File: config.mk
export PLATFORM = sky130hd
export DESIGN_NAME = seg_shift_reg
export DESIGN_NICKNAME = d
export VERILOG_FILES = /design/src/rtl/seg_shift_pkg.sv /design/src/rtl/seg_mode_ctrl.sv /design/src/rtl/seg_link.sv /design/src/rtl/seg_stage.sv /design/src/rtl/seg_shift_reg.sv
export SDC_FILE = /design/constraint.sdc
export NUM_CORES = 1
export LEC_CHECK = 0
export ABC_AREA = 1
export BUFFER_PORTS_ARGS = -buffer_cell sky130_fd_sc_hd__buf_2
export CAP_MARGIN = 20
export CORE_MARGIN = 2
export CORE_UTILIZATION = 35
export CTS_BUF_LIST = sky130_fd_sc_hd__clkbuf_16
export DETAILED_ROUTE_END_ITERATION = 12
export MAX_ROUTING_LAYER = met4
export PLACE_DENSITY = 0.63
export RECOVER_POWER = 100
export SLEW_MARGIN = 20
export SYNTH_ARGS = -nofsm -noshare
export SYNTH_HDL_FRONTEND = slang
export SYNTH_HIERARCHICAL = 1
export SYNTH_SLANG_ARGS = --single-unit
File: constraint.sdc
create_clock -name clk -period 0.8 [get_ports clk]
set_input_delay 0.08 -clock clk [delete_from_list [all_inputs] [get_ports clk]]
set_output_delay 0.08 -clock clk [all_outputs]
set_load 0.005 [all_outputs]
File: src/rtl/seg_shift_pkg.sv
package seg_shift_pkg;
    typedef enum logic {
        MODE_CHAIN = 1'b0,
        MODE_LOAD  = 1'b1
    } mode_e;
endpackage

File: src/rtl/seg_mode_ctrl.sv
module seg_mode_ctrl
    import seg_shift_pkg::*;
#(
    parameter int NTAP = 3
) (
    input  logic            wr_en,
    output mode_e           mode,
    output logic [NTAP-1:0] tap_oe,
    output logic            last_oe
);
    // mode decode
    always_comb begin
        mode = wr_en ? MODE_LOAD : MODE_CHAIN;
    end

    // output enables follow the decoded mode
    always_comb begin
        unique case (mode)
            MODE_LOAD: begin
                tap_oe  = '0;
                last_oe = 1'b0;
            end
            MODE_CHAIN: begin
                tap_oe  = '1;
                last_oe = 1'b1;
            end
            default: begin
                tap_oe  = '0;
                last_oe = 1'b0;
            end
        endcase
    end
endmodule

File: src/rtl/seg_link.sv
module seg_link
    import seg_shift_pkg::*;
(
    input  mode_e mode,
    input  logic  prev_tail,
    input  logic  tap_val,
    output logic  seg_in
);
    always_comb begin
        unique case (mode)
            MODE_LOAD:  seg_in = tap_val;
            MODE_CHAIN: seg_in = prev_tail;
            default:    seg_in = prev_tail;
        endcase
    end
endmodule

File: src/rtl/seg_stage.sv
module seg_stage #(
    parameter int LEN = 16
) (
    input  logic clk,
    input  logic rst_n,
    input  logic d_in,
    output logic head,
    output logic tail
);
    logic [LEN-1:0] bits_q;

    always_ff @(posedge clk) begin
        if (!rst_n) begin
            bits_q <= '0;
        end else if (LEN == 1) begin
            bits_q <= d_in;
        end else begin
            bits_q <= {bits_q[LEN-2:0], d_in};
        end
    end

    assign head = bits_q[0];
    assign tail = bits_q[LEN-1];

    // the head takes whatever the segment input offered
    a_r2_head_capture: assert property (@(posedge clk) disable iff (!rst_n)
        rst_n |=> head == $past(d_in));

    generate
        if (LEN > 1) begin : g_inner
            // values move one stage per edge inside the segment
            a_r3_inner_shift: assert property (@(posedge clk) disable iff (!rst_n)
                rst_n |=> bits_q[1] == $past(bits_q[0]));
        end
    endgenerate
endmodule

File: src/rtl/seg_shift_reg.sv
module seg_shift_reg
    import seg_shift_pkg::*;
#(
    parameter int SEG_LEN = 16,
    parameter int NUM_SEG = 4
) (
    input  logic               clk,
    input  logic               rst_n,
    input  logic               wr_en,
    input  logic               ser_in,
    input  logic [NUM_SEG-2:0] tap_in,
    output logic [NUM_SEG-2:0] tap_out,
    output logic [NUM_SEG-2:0] tap_oe,
    output logic               last_out,
    output logic               last_oe
);
    localparam int NTAP = NUM_SEG - 1;

    mode_e              mode;
    logic [NUM_SEG-1:0] seg_d;
    logic [NUM_SEG-1:0] seg_head;
    logic [NUM_SEG-1:0] seg_tail;

    seg_mode_ctrl #(.NTAP(NTAP)) u_ctrl (
        .wr_en   (wr_en),
        .mode    (mode),
        .tap_oe  (tap_oe),
        .last_oe (last_oe)
    );

    assign seg_d[0] = ser_in;

    genvar k;
    generate
        for (k = 0; k < NUM_SEG; k++) begin : g_seg
            if (k > 0) begin : g_link
                seg_link u_link (
                    .mode      (mode),
                    .prev_tail (seg_tail[k-1]),
                    .tap_val   (tap_in[k-1]),
                    .seg_in    (seg_d[k])
                );

                // load mode takes the tap pin into the segment head
                a_r5_load_tap: assert property (@(posedge clk) disable iff (!rst_n)
                    wr_en |=> seg_head[k] == $past(tap_in[k-1]));
                // chain mode links the previous tail and ignores the tap pin
                a_r3_chain_link: assert property (@(posedge clk) disable iff (!rst_n)
                    !wr_en |=> seg_head[k] == $past(seg_tail[k-1]));
            end
            seg_stage #(.LEN(SEG_LEN)) u_stage (
                .clk   (clk),
                .rst_n (rst_n),
                .d_in  (seg_d[k]),
                .head  (seg_head[k]),
                .tail  (seg_tail[k])
            );
        end
    endgenerate

    assign tap_out  = seg_tail[NUM_SEG-2:0];
    assign last_out = seg_tail[NUM_SEG-1];

    // nothing drives while write-enable is high
    a_r8_oe_off: assert property (@(posedge clk) disable iff (!rst_n)
        wr_en |-> !last_oe && tap_oe == '0);
    // a clear leaves every segment tail at zero
    a_r1_clear: assert property (@(posedge clk)
        !rst_n |=> seg_tail == '0);
endmodule

# --- Word-level counts from Yosys, hierarchy flattened ---
# Index checks and enable logic that the tools add are counted.
totals:
  out_inout_bits: 8
  elab_cells: 11
  inputBits: 7
  ff_bits: 64
op_classes:
  n_bitwise: 1
  muxes: 6
op_table:
  columns: ["op", "n"]
  rows:
  - ["$pmux W1 S2", 4]
  - ["$pmux W3 S2", 1]
  - ["$mux W1", 1]
  - ["$not A1 Y1", 1]

# --- Depth between registers and ports, before layout ---
# Gate-level depths: netlist of the first run.
depth:
  depth_word: 3
  ltp_mapped: 6
  depth_no_buf: 5

# --- Hierarchy ---
# Netlist of the first run, hierarchy kept.
by_module_without_submodules:
  columns: ["mod", "area_each_um2", "seq_area_each_um2", "n_inst", "cells_each"]
  rows:
  - ["seg_stage", 484.2, 320.3, 4, 50]
  - ["seg_link", 15.0, 0.0, 3, 4]
  - ["seg_mode_ctrl", 33.8, 0.0, 1, 5]

# --- Worst setup path after synthesis of the first run ---
# No wires, ideal clock.
synth_path:
  kind: "register -> register"
  start: "register g_seg[0].u_stage.bits_q[15]"
  end: "register g_seg[1].u_stage.bits_q[0]"
  stages_incl_launch_ff: 5
  period_less_slack_ns: 0.580
  slack_ns: 0.220
  path_buffers: 0
  t_required_ns: 0.691
  arrival_ns: 0.471
  setup_time_ns: 0.109
  path_cell_list: "dfxtp_1 nand2_1 nand2_1 nand2_1 inv_1"
synth_between:
  elab_chain_len: 1
synth_lines:
  columns: ["element", "line", "source"]
  rows:
  - ["from (decl)", "seg_stage.sv:10", "logic [LEN-1:0] bits_q;"]
  - ["from (signal assigned)", "seg_stage.sv:16", "bits_q <= d_in;"]
  - ["from (signal assigned)", "seg_stage.sv:18", "bits_q <= {bits_q[LEN-2:0], d_in};"]
  - ["$pmux W1 S2", "seg_link.sv:10", "unique case (mode)"]
  - ["net seg_d[1]", "seg_shift_reg.sv:20", "logic [NUM_SEG-1:0] seg_d;"]
  - ["to (signal assigned)", "seg_stage.sv:16", null]
  - ["to (signal assigned)", "seg_stage.sv:18", null]
  - ["to (decl)", "seg_stage.sv:10", null]
# The timed path passes the listed nets, and every way through them passes these cells.
# A chain may end at the register's enable or synchronous reset.

# --- Worst setup path in the final report of the first run ---
layout_path:
  start: "register g_seg[2].u_stage.bits_q[15]"
  end: "output port tap_out[2]"
layout_rtl:
  columns: ["element", "line", "source"]
  rows:
  - ["from (decl)", "seg_stage.sv:10", null]
  - ["from (signal assigned)", "seg_stage.sv:16", null]
  - ["from (signal assigned)", "seg_stage.sv:18", null]
  - ["to (decl)", "seg_shift_reg.sv:12", "output logic [NUM_SEG-2:0] tap_out,"]
# No word-level cell between the ends.

==> summary.md, run 1 <==
| Metric | Value |
|---|---|
| Wire per inst | `8.244 um` |
| CP arrival | `0.76 ns` |
| Routed vias/inst | `3.651` |
| Cell Area, Synth | `2016 um2` |
| Routed vias | `1139` |
| Design Area, Final | `2380 um2` |
| Status | `complete, but fails checks` |
| Gpl congestion | `0.6723` |
| Clk sinks | `64` |
| Dominant synthesized flop cell | `dfxtp_1` |
| Reg power frac | `a little under half` |
| Die Area | `6382 um2` |
| Fin. max-slew vios | `0` |
| EDFF count, synth | `0` |
| Largest Register | `g_seg.u_stage/bits_q` |
| PnR worst setup slack | `-0.03506 ns` |
| Flops & latches, synth | `64` |
| DRC viols | `0` |
| Buf/Inv on CP | `1` |
| Sequential fraction of the synthesis area | `63.56%` |
| Share of cells above drive strength 1 | `roughly 22%` |
| Initial antenna violation count | `0` |
| CP top delay family | `flip-flops` |
| CP max stage cell | `dfxtp_2` |
| Router iterations before antenna repair | `2` |
| Total CTS buffers | `9` |
| Biggest regs | `g_seg.u_stage/bits_q (64)` |
| Syn-to-layout area delta | `18.06%` |
| Routing usage on met1 | `11.06%` |
| Port Buffers | `14` |
| GRT Util Overall | `around 10%` |
| # nets final | `243` |
| Met3 Use GR | `7.127%` |
| Clock Latency Late Sink | `between 0.3 and 0.4 ns` |
| CTS root buf | `clkbuf_16` |
| RSZ-0062 raised after global routing | `true` |
| CP endpoint kind | `output port` |
| Setup CP Type | `register to output port` |
| Syn Inst Count | `217` |
| Synth area leaders | `dfxtp_1, inv_1, nand2_1` |
| Setup tns final | `-0.09476 ns` |
| Clock-pin slew on the worst setup and hold paths | `0.05 ns` |
| Setup Skew | `0.005551 ns` |
| Final hold vios | `0` |
| Vias in the first global route | `968` |
| CP required | `0.72 ns` |
| Warnings, synthesis | `6` |
| Inserted Diodes | `0` |
| Die Wd | `79.89 um` |
| Final wirelength | `between 2000 and 3000 um` |
| Logic pwr share | `2.1%` |
| Avg Cell Area, Syn | `9.289 um2` |
| Post-DRT Antenna Nets | `0` |
| Clk buf depth | `2` |
| First-pass GRT wire length | `4388 um` |
| Post-layout min period | `0.8351 ns` |
| Detailed placement HPWL | `1408 um` |
| Remaining Overflow, GRT | `0` |
| Largest register FFs | `64` |
| Slew margin rel. | `77.06%` |
| Largest net degree at the start of global routing | `27` |
| Sw power | `about 1400 uW` |
| Slew @ Worst Pin | `0.3442 ns` |
| DP Area | `2068 um2` |
| Most frequent cell after synthesis | `inv_1` |
| Initial Utilization | `36.38%` |
| Net Sw Frac | `between 10% and 20%` |
| Clock power share | `between 50% and 60%` |
| CTS H-Tree Depth | `3` |
| Synth unique cells | `7` |
| Hold crit path type | `input port to register` |
| Critical Path Fanout Max | `2` |
| Crit path cell chain | `buf_2` |
| Final setup viols | `3` |
| Largest area contributor in the synthesized netlist | `dfxtp_1` |
| Syn Nets | `~220` |
| Die height | `79.89 um` |
| Cell Pwr Density | `2931 nW/um2` |
| Period utilization | `104.4%` |
| Synth async-reset ratio | `0%` |
| Met2 usage | `12.92%` |
| Initial DRC Count | `19` |
| CTS tree | `built` |
| Crit start category | `register` |
| Peak Freq | `1.198 GHz` |
| Worst path max stage delay | `0.32 ns` |
| # Max-Cap Violations | `0` |
| Most Crowded Layer GR | `met2` |
| Internal power | `around 5600 uW` |
| Pleak | `0.001489 uW` |
| Post-synth top area share | `63.56%` |
| Violated checks | `setup timing` |
| Row count | `27` |
| Placeable Area | `~5500 um2` |
| Num ports | `15` |
| Total power | `approximately 7000 uW` |
| Synth top cells by count | `inv_1, dfxtp_1, nand2_1` |
| VDD IR max | `1.772 mV` |
-- cells in the final DEF (no fill, tap or decap) --
cell type / instances
buf_12: 2
buf_2: 11
buf_4: 2
buf_6: 1
bufinv_16: 1
clkbuf_1: 2
clkbuf_16: 9
clkbuf_4: 1
clkinv_1: 1
clkinv_2: 1
clkinvlp_4: 1
dfxtp_1: 61
dfxtp_2: 3
dlygate4sd3_1: 1
inv_1: 70
nand2_1: 53
nand2_2: 20
-- area by class of cell --
cell class	count	area, um2
clock buffers	9	225.2
clock inverters	6	53.80
fillers	554	3161
inverters	68	255.2
multi-input cells	73	324.1
flip-flops and latches	64	1285
well taps	72	90.09
repair buffers	20	146.4
-- worst min-delay path, stage by stage --
cell,delay (ns)
buf_2,0.07
nand2_1,0.04
nand2_1,0.05
nand2_1,0.05
inv_1,0.04
-- worst paths after layout --
| kind | start | cells after the start | slack, ns | to |
|---|---|---|---|---|
| min reg2reg | g_seg[2].u_stage/bits_q[5] | 2 | 0.41 | g_seg[2].u_stage/bits_q[6] |
| min | tap_in[0] | 5 | 0.04 | g_seg[1].u_stage/bits_q[0] |
| max reg2reg | g_seg[1].u_stage/bits_q[15] | 5 | 0.06 | g_seg[2].u_stage/bits_q[0] |
| max | g_seg[2].u_stage/bits_q[15] | 1 | -0.04 | tap_out[2] |
-- power by group through the flow --
stage	sequential, uW	combinational (uW)	clock (uW)
2_1_floorplan	3290	157	0
3_3_place_gp	3290	145	0
3_5_place_dp	3290	148	0
4_1_cts	3220	153	3700
5_1_grt	3220	166	3870
6_report	3220	148	3600
-- repair_timing --
action / CTS / global route
endpoints found under the setup margin: 4 / 4
resized for setup: 4 / 0
setup buffers: 2 / 0
hold buffers: 1 / 0
hold endpoints to repair: 1 / 0
-- stage by stage --
stage               hold slack, ns  utilization [%]  setup WS, ns  std cells
finish                     0.04322            42.95      -0.03506        312
global route               0.06078            42.95      -0.07351        312
CTS                        0.03615            43.00      -0.04611        312
detailed placement          0.2726            37.33       0.09311        294
global placement            0.2634            37.33        0.1064        294
floorplan                   0.1776                -        0.2201        217
-- layer usage --
metal,wire [um],vias up,part of all wire (%)
met5,0,-,0
met4,59,0,2.3
met3,161,5,6.3
met2,1085,23,42
met1,1266,500,49
li1,-,611,-
-- kinds of logic (layout without fill, tap and decap cells) --
family,count (synthesis),after routing,synth area share (%)
buf+inv,80,103,20.36
flops,64,64,63.56
simple gates,73,73,16.08
Note: power is estimated with default switching activity, not from simulation.
==> run 2: changes to the inputs <==
CORE_UTILIZATION = 32   (was 35)
CTS_CLUSTER_SIZE = 10   (was not set)
PLACE_DENSITY = 0.58   (was 0.63)
clock period = 0.9 ns   (was 0.8 ns; I/O delays follow)
==> run 2 against run 1 <==
Non-clock buffer count is 4 lower. Combinational power down 21%. First-iteration DRC count is 110% higher. Utilization decreased by 4.4 points. Final cell count stayed put. Via count fell by 3.3%. Sequential share of layout area grew 1.6 points. Critical path depth stayed put. Clock power is 19% lower. The flow now finishes without violations. Design area down 2.9%. Clock skew shrank 0.00082 ns. Total power decreased by 16%.
==> summary.md, run 2 (same netlist as run 1, synthesis figures left out) <==
| Metric | Value |
|---|---|
| Period utilization | `95.09%` |
| Buf/Inv on CP | `1` |
| Hold crit path type | `input port to register` |
| Router iterations before antenna repair | `3` |
| DP Area | `2044 um2` |
| Routing usage on met1 | `8.816%` |
| Port Buffers | `14` |
| Detailed placement HPWL | `1305 um` |
| Placeable Area | `5991 um2` |
| Initial antenna violation count | `0` |
| Design Area, Final | `~2300 um2` |
| Slew margin rel. | `76.47%` |
| RSZ-0062 raised after global routing | `false` |
| CTS root buf | `clkbuf_16` |
| Inserted Diodes | `0` |
| Post-DRT Antenna Nets | `0` |
| Wire per inst | `7.683 um` |
| PnR worst setup slack | `0.04422 ns` |
| Final setup viols | `0` |
| Routed vias | `approximately 1100` |
| Critical Path Fanout Max | `2` |
| GRT Util Overall | `between 8 and 9%` |
| # nets final | `239` |
| Syn-to-layout area delta | `14.59%` |
| Postcts setup bufs | `0` |
| Pre-CTS WS | `0.1940 ns` |
| Post-layout util | `~39%` |
| CP arrival | `0.77 ns` |
| Initial Utilization | `roughly a third` |
| Most common cell after layout, fill and taps aside | `inv_1` |
| Final wirelength | `2397 um` |
| Initial DRC Count | `40` |
| CP endpoint kind | `output port` |
| # Max-Cap Violations | `0` |
| Clk buf depth | `2` |
| Pleak | `0.001453 uW` |
| Routed vias/inst | `3.529` |
| Met2 usage | `a little under an eighth` |
| Clock-pin slew on the worst setup and hold paths | `about 0.050 ns` |
| Met3 Use GR | `under 10%` |
| Largest net degree at the start of global routing | `65` |
| Setup tns final | `0 ns` |
| Total CTS buffers | `9` |
| Setup CP Type | `register to output port` |
| Commonest non-fill, non-tap cells in the layout | `inv_1, dfxtp_1, nand2_1, nand2_2, buf_2` |
| DRC viols | `0` |
| Biggest regs | `g_seg.u_stage/bits_q (64)` |
| Largest register FFs | `64` |
| First-pass GRT wire length | `between 4000 and 5000 um` |
| Die Wd | `83.37 um` |
| Post-layout min period | `about 0.86 ns` |
| Row count | `28` |
| Worst path max stage delay | `~0.33 ns` |
| Clock Latency Late Sink | `0.32 ns` |
| Clk sinks | `64` |
| Fin. max-slew vios | `0` |
| CP top delay family | `flip-flops` |
| Total power | `5889 uW` |
| Crit start category | `register` |
| CTS tree | `built` |
| Die Area | `6950 um2` |
| VDD IR max | `1.620 mV` |
| Peak Freq | `1.169 GHz` |
| Final hold vios | `0` |
| Num ports | `15` |
| Vias in the first global route | `1024` |
| Crit path cell chain | `buf_2` |
| Cell Pwr Density | `about 2500 nW/um2` |
| Gpl congestion | `0.6689` |
| Most Crowded Layer GR | `met2` |
| Remaining Overflow, GRT | `0` |
| CP required | `between 0.8 and 0.9 ns` |
| Share of cells above drive strength 1 | `19.83%` |
| Slew @ Worst Pin | `0.3529 ns` |
| CTS H-Tree Depth | `3` |
| Setup Skew | `0.004732 ns` |
| Largest Register | `g_seg.u_stage/bits_q` |
| Status | `completed` |
| Die height | `83.37 um` |
| CP max stage cell | `dfxtp_1` |
## run 2: through the flow
| stage | cells | hold slack, ns |
|---|---|---|
| finish | 312 | 0.04965 |
| CTS | 312 | 0.03825 |
| detailed placement | 295 | 0.2778 |
| global route | 312 | 0.08895 |
| global placement | 295 | 0.2747 |
| floorplan | 217 | 0.1876 |
## run 2: area by class of cell
cell class / instances / area [um2]
repair buffers: 16 / 97.59
fillers: 616 / 3681
flip-flops and latches: 64 / 1284
clock buffers: 9 / 225.2
multi-input cells: 73 / 324.1
inverters: 68 / 255.2
clock inverters: 7 / 30.03
well taps: 75 / 93.84
## run 2: worst paths after layout
| path | start | to | slack (ns) | cells after the start |
|---|---|---|---|---|
| setup / recovery | g_seg[1].u_stage/bits_q[15] | tap_out[1] | 0.04 | 1 |
| hold / removal | tap_in[0] | g_seg[1].u_stage/bits_q[0] | 0.05 | 5 |
| setup reg to reg | g_seg[2].u_stage/bits_q[15] | g_seg[3].u_stage/bits_q[0] | 0.28 | 4 |
| hold reg to reg | g_seg[3].u_stage/bits_q[8] | g_seg[3].u_stage/bits_q[9] | 0.40 | 2 |
## run 2: power by group
part / internal [uW] / switching [uW] / leakage (uW)
clock network: 1800 / 1100 / 0.000133
logic: 43.0 / 74.5 / 0.000803
registers: 2860 / 5.83 / 0.000518
## run 2: routing by layer
| metal | part of all wire (%) | vias up | wire length, um |
|---|---|---|---|
| met4 | 2.6 | 0 | 63 |
| met2 | 42 | 16 | 1014 |
| met5 | 0 | - | 0 |
| met3 | 7.3 | 9 | 174 |
| met1 | 48 | 471 | 1144 |
| li1 | - | 605 | - |
## run 2: what timing repair did
| action | CTS | global route |
|---|---|---|
| setup endpoints to repair | 1 | 1 |
| endpoints found under the hold margin | 1 | 0 |
| pin swaps | 0 | 0 |
| hold buffers | 1 | 0 |
| resized for setup | 1 | 1 |
## run 2: worst min-delay path, cell delays in order
cell and delay [ns]:
buf_2 0.08, nand2_1 0.04, nand2_1 0.06, nand2_1 0.04, inv_1 0.04
